## config.mk

```make
export PLATFORM = sky130hd
export DESIGN_NAME = bank_req_queue
export DESIGN_NICKNAME = d
export VERILOG_FILES = /design/src/rtl/brq_pkg.sv /design/src/rtl/brq_arb.sv /design/src/rtl/brq_lat.sv /design/src/rtl/brq_store.sv /design/src/rtl/bank_req_queue.sv
export SDC_FILE = /design/constraint.sdc
export NUM_CORES = 1
export LEC_CHECK = 0
export BUFFER_PORTS_ARGS = -buffer_cell sky130_fd_sc_hd__buf_2
export CAP_MARGIN = 20
export CORE_ASPECT_RATIO = 0.6
export CORE_UTILIZATION = 40
export CTS_CLUSTER_SIZE = 28
export DETAILED_ROUTE_END_ITERATION = 12
export PLACE_DENSITY = 0.64
export SLEW_MARGIN = 20
export SYNTH_ARGS = -nofsm -noshare
export SYNTH_HDL_FRONTEND = slang
export SYNTH_SLANG_ARGS = --single-unit
export TNS_END_PERCENT = 5
```

## constraint.sdc

```tcl
create_clock -name clk -period 6 [get_ports clk]
set_clock_uncertainty 0.05 [all_clocks]
set_input_delay 0 -clock clk [delete_from_list [all_inputs] [get_ports clk]]
set_output_delay 0 -clock clk [all_outputs]
set_load 0.01 [all_outputs]
```

## src/rtl/brq_pkg.sv

```systemverilog
package brq_pkg;

  // A programmed latency of zero is served as one cycle.
  function automatic logic [15:0] eff_latency(input logic [15:0] cfg);
    return (cfg == 16'd0) ? 16'd1 : cfg;
  endfunction

  // Distance from the oldest-retained pointer to the write pointer, modulo 2**ptr_w.
  function automatic int unsigned ptr_span(input int unsigned wr, input int unsigned old,
                                           input int unsigned ptr_w);
    int unsigned mask;
    mask = (32'd1 << ptr_w) - 32'd1;
    return (wr - old) & mask;
  endfunction

endpackage

```

## src/rtl/brq_arb.sv

```systemverilog
module brq_arb #(
  parameter int NUM_SRC = 3
) (
  input  logic               clk,
  input  logic               rst_n,
  input  logic [NUM_SRC-1:0] valid_i,
  input  logic               full_i,
  output logic [NUM_SRC-1:0] ready_o,
  output logic [NUM_SRC-1:0] grant_o
);
  logic [NUM_SRC-1:0] lower_busy;

  assign lower_busy[0] = 1'b0;
  for (genvar i = 1; i < NUM_SRC; i++) begin : g_chain
    assign lower_busy[i] = lower_busy[i-1] | valid_i[i-1];
  end

  for (genvar i = 0; i < NUM_SRC; i++) begin : g_rdy
    assign ready_o[i] = ~full_i & ~lower_busy[i];
  end

  assign grant_o = valid_i & ready_o;

  // never more than one source admitted per cycle
  a_r2_single_grant: assert property (@(posedge clk) disable iff (!rst_n)
    $onehot0(grant_o));

  // no admission while full
  a_r6_full_blocks: assert property (@(posedge clk) disable iff (!rst_n)
    full_i |-> (grant_o == '0));
endmodule

```

## src/rtl/brq_lat.sv

```systemverilog
module brq_lat #(
  parameter int LAT_W       = 4,
  parameter bit LAT_PROG    = 1'b1,
  parameter int LAT_DEFAULT = 2
) (
  input  logic             clk,
  input  logic             rst_n,
  input  logic [LAT_W-1:0] cfg_i,
  input  logic             issue_i,
  output logic             idle_o
);
  logic [LAT_W-1:0] sel_cfg;
  logic [LAT_W-1:0] cnt_q;
  logic [15:0]      eff;

  if (LAT_PROG) begin : g_prog
    assign sel_cfg = cfg_i;
  end else begin : g_fixed
    assign sel_cfg = LAT_W'(LAT_DEFAULT);
  end

  assign eff    = brq_pkg::eff_latency(16'(sel_cfg));
  assign idle_o = (cnt_q == '0);

  always_ff @(posedge clk) begin
    if (!rst_n) begin
      cnt_q <= '0;
    end else if (issue_i) begin
      cnt_q <= LAT_W'(eff - 16'd1);
    end else if (cnt_q != '0) begin
      cnt_q <= cnt_q - 1'b1;
    end
  end

  // no issue while the countdown is running
  a_r4_hold_off: assert property (@(posedge clk) disable iff (!rst_n)
    (cnt_q != '0) |-> !issue_i);

  // the counter steps down by one per idle cycle
  a_r4_countdown: assert property (@(posedge clk) disable iff (!rst_n)
    ((cnt_q != '0) && !issue_i) |=> (cnt_q == $past(cnt_q) - 1'b1));
endmodule

```

## src/rtl/brq_store.sv

```systemverilog
module brq_store #(
  parameter int DEPTH = 4,
  parameter int DW    = 16
) (
  input  logic          clk,
  input  logic          rst_n,
  input  logic          push_i,
  input  logic [DW-1:0] push_data_i,
  input  logic          issue_i,
  input  logic          done_i,
  input  logic          rewind_i,
  output logic [DW-1:0] head_data_o,
  output logic          pending_o,
  output logic          full_o
);
  localparam int IDX_W = $clog2(DEPTH);
  localparam int PTR_W = IDX_W + 1;

  logic [DW-1:0]    slots_q [DEPTH];
  logic [PTR_W-1:0] wr_q, rd_q, old_q;
  logic [PTR_W-1:0] occ;
  logic             outstanding;
  logic             done_ok;

  assign occ         = PTR_W'(brq_pkg::ptr_span(32'(wr_q), 32'(old_q), PTR_W));
  assign full_o      = (occ == PTR_W'(DEPTH));
  assign pending_o   = (rd_q != wr_q);
  assign outstanding = (old_q != rd_q);
  assign done_ok     = done_i & outstanding;
  assign head_data_o = slots_q[rd_q[IDX_W-1:0]];

  always_ff @(posedge clk) begin
    if (push_i) slots_q[wr_q[IDX_W-1:0]] <= push_data_i;
  end

  always_ff @(posedge clk) begin
    if (!rst_n) begin
      wr_q  <= '0;
      rd_q  <= '0;
      old_q <= '0;
    end else begin
      if (push_i)  wr_q  <= wr_q + 1'b1;
      if (done_ok) old_q <= old_q + 1'b1;
      if (rewind_i)     rd_q <= done_ok ? old_q + 1'b1 : old_q;
      else if (issue_i) rd_q <= rd_q + 1'b1;
    end
  end

  // retained count never exceeds the slot count
  a_r6_occ_bound: assert property (@(posedge clk) disable iff (!rst_n)
    occ <= PTR_W'(DEPTH));

  // a full queue admits nothing
  a_r6_no_overflow: assert property (@(posedge clk) disable iff (!rst_n)
    full_o |-> !push_i);

  // no issue when nothing is left to issue
  a_r10_no_issue_empty: assert property (@(posedge clk) disable iff (!rst_n)
    issue_i |-> pending_o);

  // a stray completion leaves the oldest pointer where it was
  a_r7_stray_done: assert property (@(posedge clk) disable iff (!rst_n)
    (done_i && !outstanding) |=> (old_q == $past(old_q)));

  // replay rewinds issue to the oldest unfinished slot
  a_r8_rewind: assert property (@(posedge clk) disable iff (!rst_n)
    (rewind_i && !done_ok) |=> (rd_q == $past(old_q)));
endmodule

```

## src/rtl/bank_req_queue.sv

```systemverilog
module bank_req_queue #(
  parameter int NUM_SRC     = 3,
  parameter int DEPTH       = 4,
  parameter int DW          = 16,
  parameter int LAT_W       = 4,
  parameter bit LAT_PROG    = 1'b1,
  parameter int LAT_DEFAULT = 2
) (
  input  logic                  clk,
  input  logic                  rst_n,
  input  logic [NUM_SRC-1:0]    src_valid,
  input  logic [NUM_SRC*DW-1:0] src_data,
  output logic [NUM_SRC-1:0]    src_ready,
  input  logic [LAT_W-1:0]      lat_cfg,
  input  logic                  bank_done,
  input  logic                  replay,
  output logic                  bank_req_valid,
  output logic [DW-1:0]         bank_req_data,
  output logic                  bank_clk_en
);
  logic [NUM_SRC-1:0] grant;
  logic [DW-1:0]      win_data [NUM_SRC];
  logic               push;
  logic               full;
  logic               pending;
  logic               lat_idle;
  logic               issue;

  brq_arb #(.NUM_SRC(NUM_SRC)) i_arb (
    .clk(clk), .rst_n(rst_n), .valid_i(src_valid), .full_i(full),
    .ready_o(src_ready), .grant_o(grant)
  );

  // One-hot payload select, folded as an OR chain
  for (genvar i = 0; i < NUM_SRC; i++) begin : g_mux
    if (i == 0) begin : g_first
      assign win_data[i] = src_data[i*DW +: DW] & {DW{grant[i]}};
    end else begin : g_next
      assign win_data[i] = win_data[i-1] | (src_data[i*DW +: DW] & {DW{grant[i]}});
    end
  end

  assign push  = |grant;
  assign issue = pending & lat_idle & ~replay;

  brq_store #(.DEPTH(DEPTH), .DW(DW)) i_store (
    .clk(clk), .rst_n(rst_n), .push_i(push), .push_data_i(win_data[NUM_SRC-1]),
    .issue_i(issue), .done_i(bank_done), .rewind_i(replay),
    .head_data_o(bank_req_data), .pending_o(pending), .full_o(full)
  );

  brq_lat #(.LAT_W(LAT_W), .LAT_PROG(LAT_PROG), .LAT_DEFAULT(LAT_DEFAULT)) i_lat (
    .clk(clk), .rst_n(rst_n), .cfg_i(lat_cfg), .issue_i(issue), .idle_o(lat_idle)
  );

  assign bank_req_valid = issue;
  assign bank_clk_en    = issue;

  // the bank clock stays gated with nothing pending
  a_r9_gate_idle: assert property (@(posedge clk) disable iff (!rst_n)
    !pending |-> !bank_clk_en);

  // the bank clock stays gated while the latency counter runs
  a_r9_gate_busy: assert property (@(posedge clk) disable iff (!rst_n)
    !lat_idle |-> !bank_clk_en);

  // nothing is issued in the replay cycle
  a_r8_replay_quiet: assert property (@(posedge clk) disable iff (!rst_n)
    replay |-> !bank_req_valid);
endmodule

```

==> qor.csv <==
stage,metric,value,unit
placement,portBuffers,79,
setup_path,critical_path_peak_fanout,22,
timing,drv_slew,0,
global_routing,grt_pass1_vias,2337,
timing,rsz0062_at_grt,false,
die,start_util,0.420,
die,dieArea,9490,µm²
global_routing,overflow,0,
detailed_routing,routed_via_density,5.54,
synthesis,yosysMostFrequentCell,edfxtp_1,
die,die_y,75.9,µm
layout,design_area,4480,µm²
die,fp.dieW,125,µm
synthesis,synth_top_area_share,0.528,
setup_path,endpoint_kind,flop,
detailed_routing,ant_nets,0,
setup_path,required,6.01,ns
global_routing,grt.total_usage,0.180,
clock_tree,cts_root_buffer,clkbuf_16,
die,num_io_pins,80,
detailed_routing,wl_met3,428,µm
synthesis,synth_cells,249,
timing,hold_ws,0.0141,ns
setup_path,arrival,3.54,ns
setup_path,max_stage_delay,0.82,ns
clock_tree,cts_sinks,79,
detailed_routing,dr.max_layer_used,met4,
global_routing,antenna_found_initial,0,
global_routing,grt_start_max_net_pins,23,
synthesis,ys_async_sr_fraction,0,
synthesis,synth_ff_type,edfxtp_1,
pwr,power_frac_comb,0.333,
setup_path,worstSetupPathType,reg -> reg,
timing,finalHoldViolCount,0,
pwr,total_leakage_power,1.72,nW
timing,max_slew_margin,0.278,
detailed_routing,via_count,2489,
setup_path,cpLargestDelayFamily,compound AO/OA/AOI/OAI gates,
die,coreArea,8650,µm²
synthesis,synth_cell_types,42,
flow_run,cap_viol_max_count,0,
synthesis,synth_top_cell_by_area,edfxtp_1,
hold_path,hold_class,in -> reg,
clock_tree,postCtsSetupRepairBufs,0,
synthesis,synthesis.area,3640,µm²
timing,max_freq,0.284,GHz
detailed_routing,drtPass1Iterations,6,
clock_tree,clock_latency,0.33,ns
setup_path,startpoint_type,flop,
hold_path,hold_depth,2,
clock_tree,cts_buffer_depth,2,
placement,postPlaceCellArea,4130,µm²
pwr,internal_power,1.42,mW
clock_tree,ctsHoldBuffers,7,
synthesis,yosys_warnings,0,
timing,final.setup.tns,0,ns
setup_path,reg2reg_depth,7,
setup_path,crit_buf_inv,2,
setup_path,cp_cell_sequence,"inv_1, ha_1, nor2b_1, xnor2_2, a21oi_2, a221o_1, dlygate4sd3_1",
synthesis,ys_seq_area_frac,0.611,
run_status,outcome,finished clean,
clock_tree,cts_resized,0,
pwr,pwr-share-seq,0.419,
layout,layout-drive-gt1-share,0.353,
detailed_routing,met1_length,4110,µm
pwr,switching_share,0.327,
synthesis,synthTopCellsByCount,"edfxtp_1 (64), a21oi_1 (23), nand2_1 (23), a221o_1 (16), mux4_2 (16)",
layout,stdcell_count,449,
synthesis,synth_top_cells_by_area,"edfxtp_1 (53%), mux4_2 (9.9%), dfxtp_1 (8.3%)",
layout,nNetsFinal,401,
clock_tree,cts_htree_levels,3,
pwr,switchingPower,0.690,mW
setup_path,cp.depth,7,
detailed_routing,wl_met2,3900,µm
global_routing,grt_pass1_wl,12400,µm
detailed_routing,route.detailed.drc,0,
synthesis,syn_area_per_cell,14.6,µm²
placement,dp_hpwl,6060,µm
placement,place.gp.congestion,0.778,
pwr,pwr-share-clk,0.248,
placement,dp_cells,427,
die,num_rows,26,
synthesis,synth-seq-cells,79,
clock_tree,numCtsBuffers,9,
detailed_routing,wirelength,8510,µm
layout,antennaDiodeCount,0,
clock_tree,clk_pin_slew,0.06,ns
clock_tree,cts_tree,built,
layout,area_growth,23.1,%
timing,finalCritPeriodShare,0.588,
setup_path,crit_slowest_cell,xnor2_2,
timing,fin_crit,3.53,ns
pwr,cellPowerDensity,471,nW/µm²
pwr,ir_drop,0.198,mV
detailed_routing,initialDrtViolationCount,229,
synthesis,synth_edf_count,64,
timing,worstMarginPinSlew,1.08,ns
timing,setup_viol,0,
detailed_routing,wire_per_inst,18.9,µm
synthesis,synthesis.nets,317,
power groups by stage:
stage	sequential [mW]	clock (mW)	combinational, mW
after floorplan	0.863	0	0.497
after global placement	0.891	0	0.682
after detailed placement	0.896	0	0.699
after CTS	0.886	0.531	0.705
after global routing	0.902	0.553	0.767
final	0.885	0.523	0.703
sequential cells by signal, indices dropped and copies added (netlist names), named ones only:
name,cells
i_store.old_q,3
i_store.rd_q,3
i_store.slots_q,64
i_lat.cnt_q,4
i_store.wr_q,3
cell type report:
type,count,area [µm²]
inverter,8,30.0
multi-input combinational,147,1330
fill,733,4170
clock inverter,4,47.5
sequential,79,2220
tap,112,140
clock buffer,11,233
timing repair buffer,88,480
logic make-up after synthesis:
logic type | Yosys count | synth area share
flops | 79 | 0.611
compound gates | 57 | 0.123
simple gates | 50 | 0.0671
buf+inv | 23 | 0.0265
mux | 21 | 0.113
xor+xnor | 10 | 0.0282
fa+ha+maj | 9 | 0.0309
metrics by stage:
stage           util  power, mW  worst slack (ns)
2_1_floorplan      -       1.36              3.55
3_3_place_gp   0.476       1.57              2.94
3_5_place_dp   0.477       1.59              2.81
6_report       0.518       2.11              2.47
5_1_grt        0.518       2.22              2.33
4_1_cts        0.518       2.12              2.43
per-layer routing:
metal / up-vias / global-route usage
met5: - / 0
met4: 0 / 0.0542
met3: 8 / 0.0499
met2: 62 / 0.271
met1: 1267 / 0.256
li1: 1152 / -
cells in the final DEF (no fill, tap or decap), types with 3 or more instances in the layout:
cell / count
xor2_1: 4
a221o_1: 16
nand2_1: 23
ha_1: 9
inv_1: 8
edfxtp_1: 64
nor2_1: 6
nand2b_1: 3
mux4_2: 16
xnor2_1: 4
buf_2: 79
dlygate4sd3_1: 7
dfxtp_1: 15
clkbuf_16: 9
mux2i_1: 4
a21oi_1: 23
and2_1: 6
worst paths after layout:
check / start / to / slack [ns]
max: i_store.wr_q[0] / i_store.slots_q[0][3] / 2.47
min: src_data[45] / i_store.slots_q[1][13] / 0.01
max reg2reg: i_store.wr_q[0] / i_store.slots_q[0][3] / 2.47
min reg2reg: i_lat.cnt_q[3] / i_lat.cnt_q[3] / 0.44
Note: power is estimated with default switching activity, not from simulation.
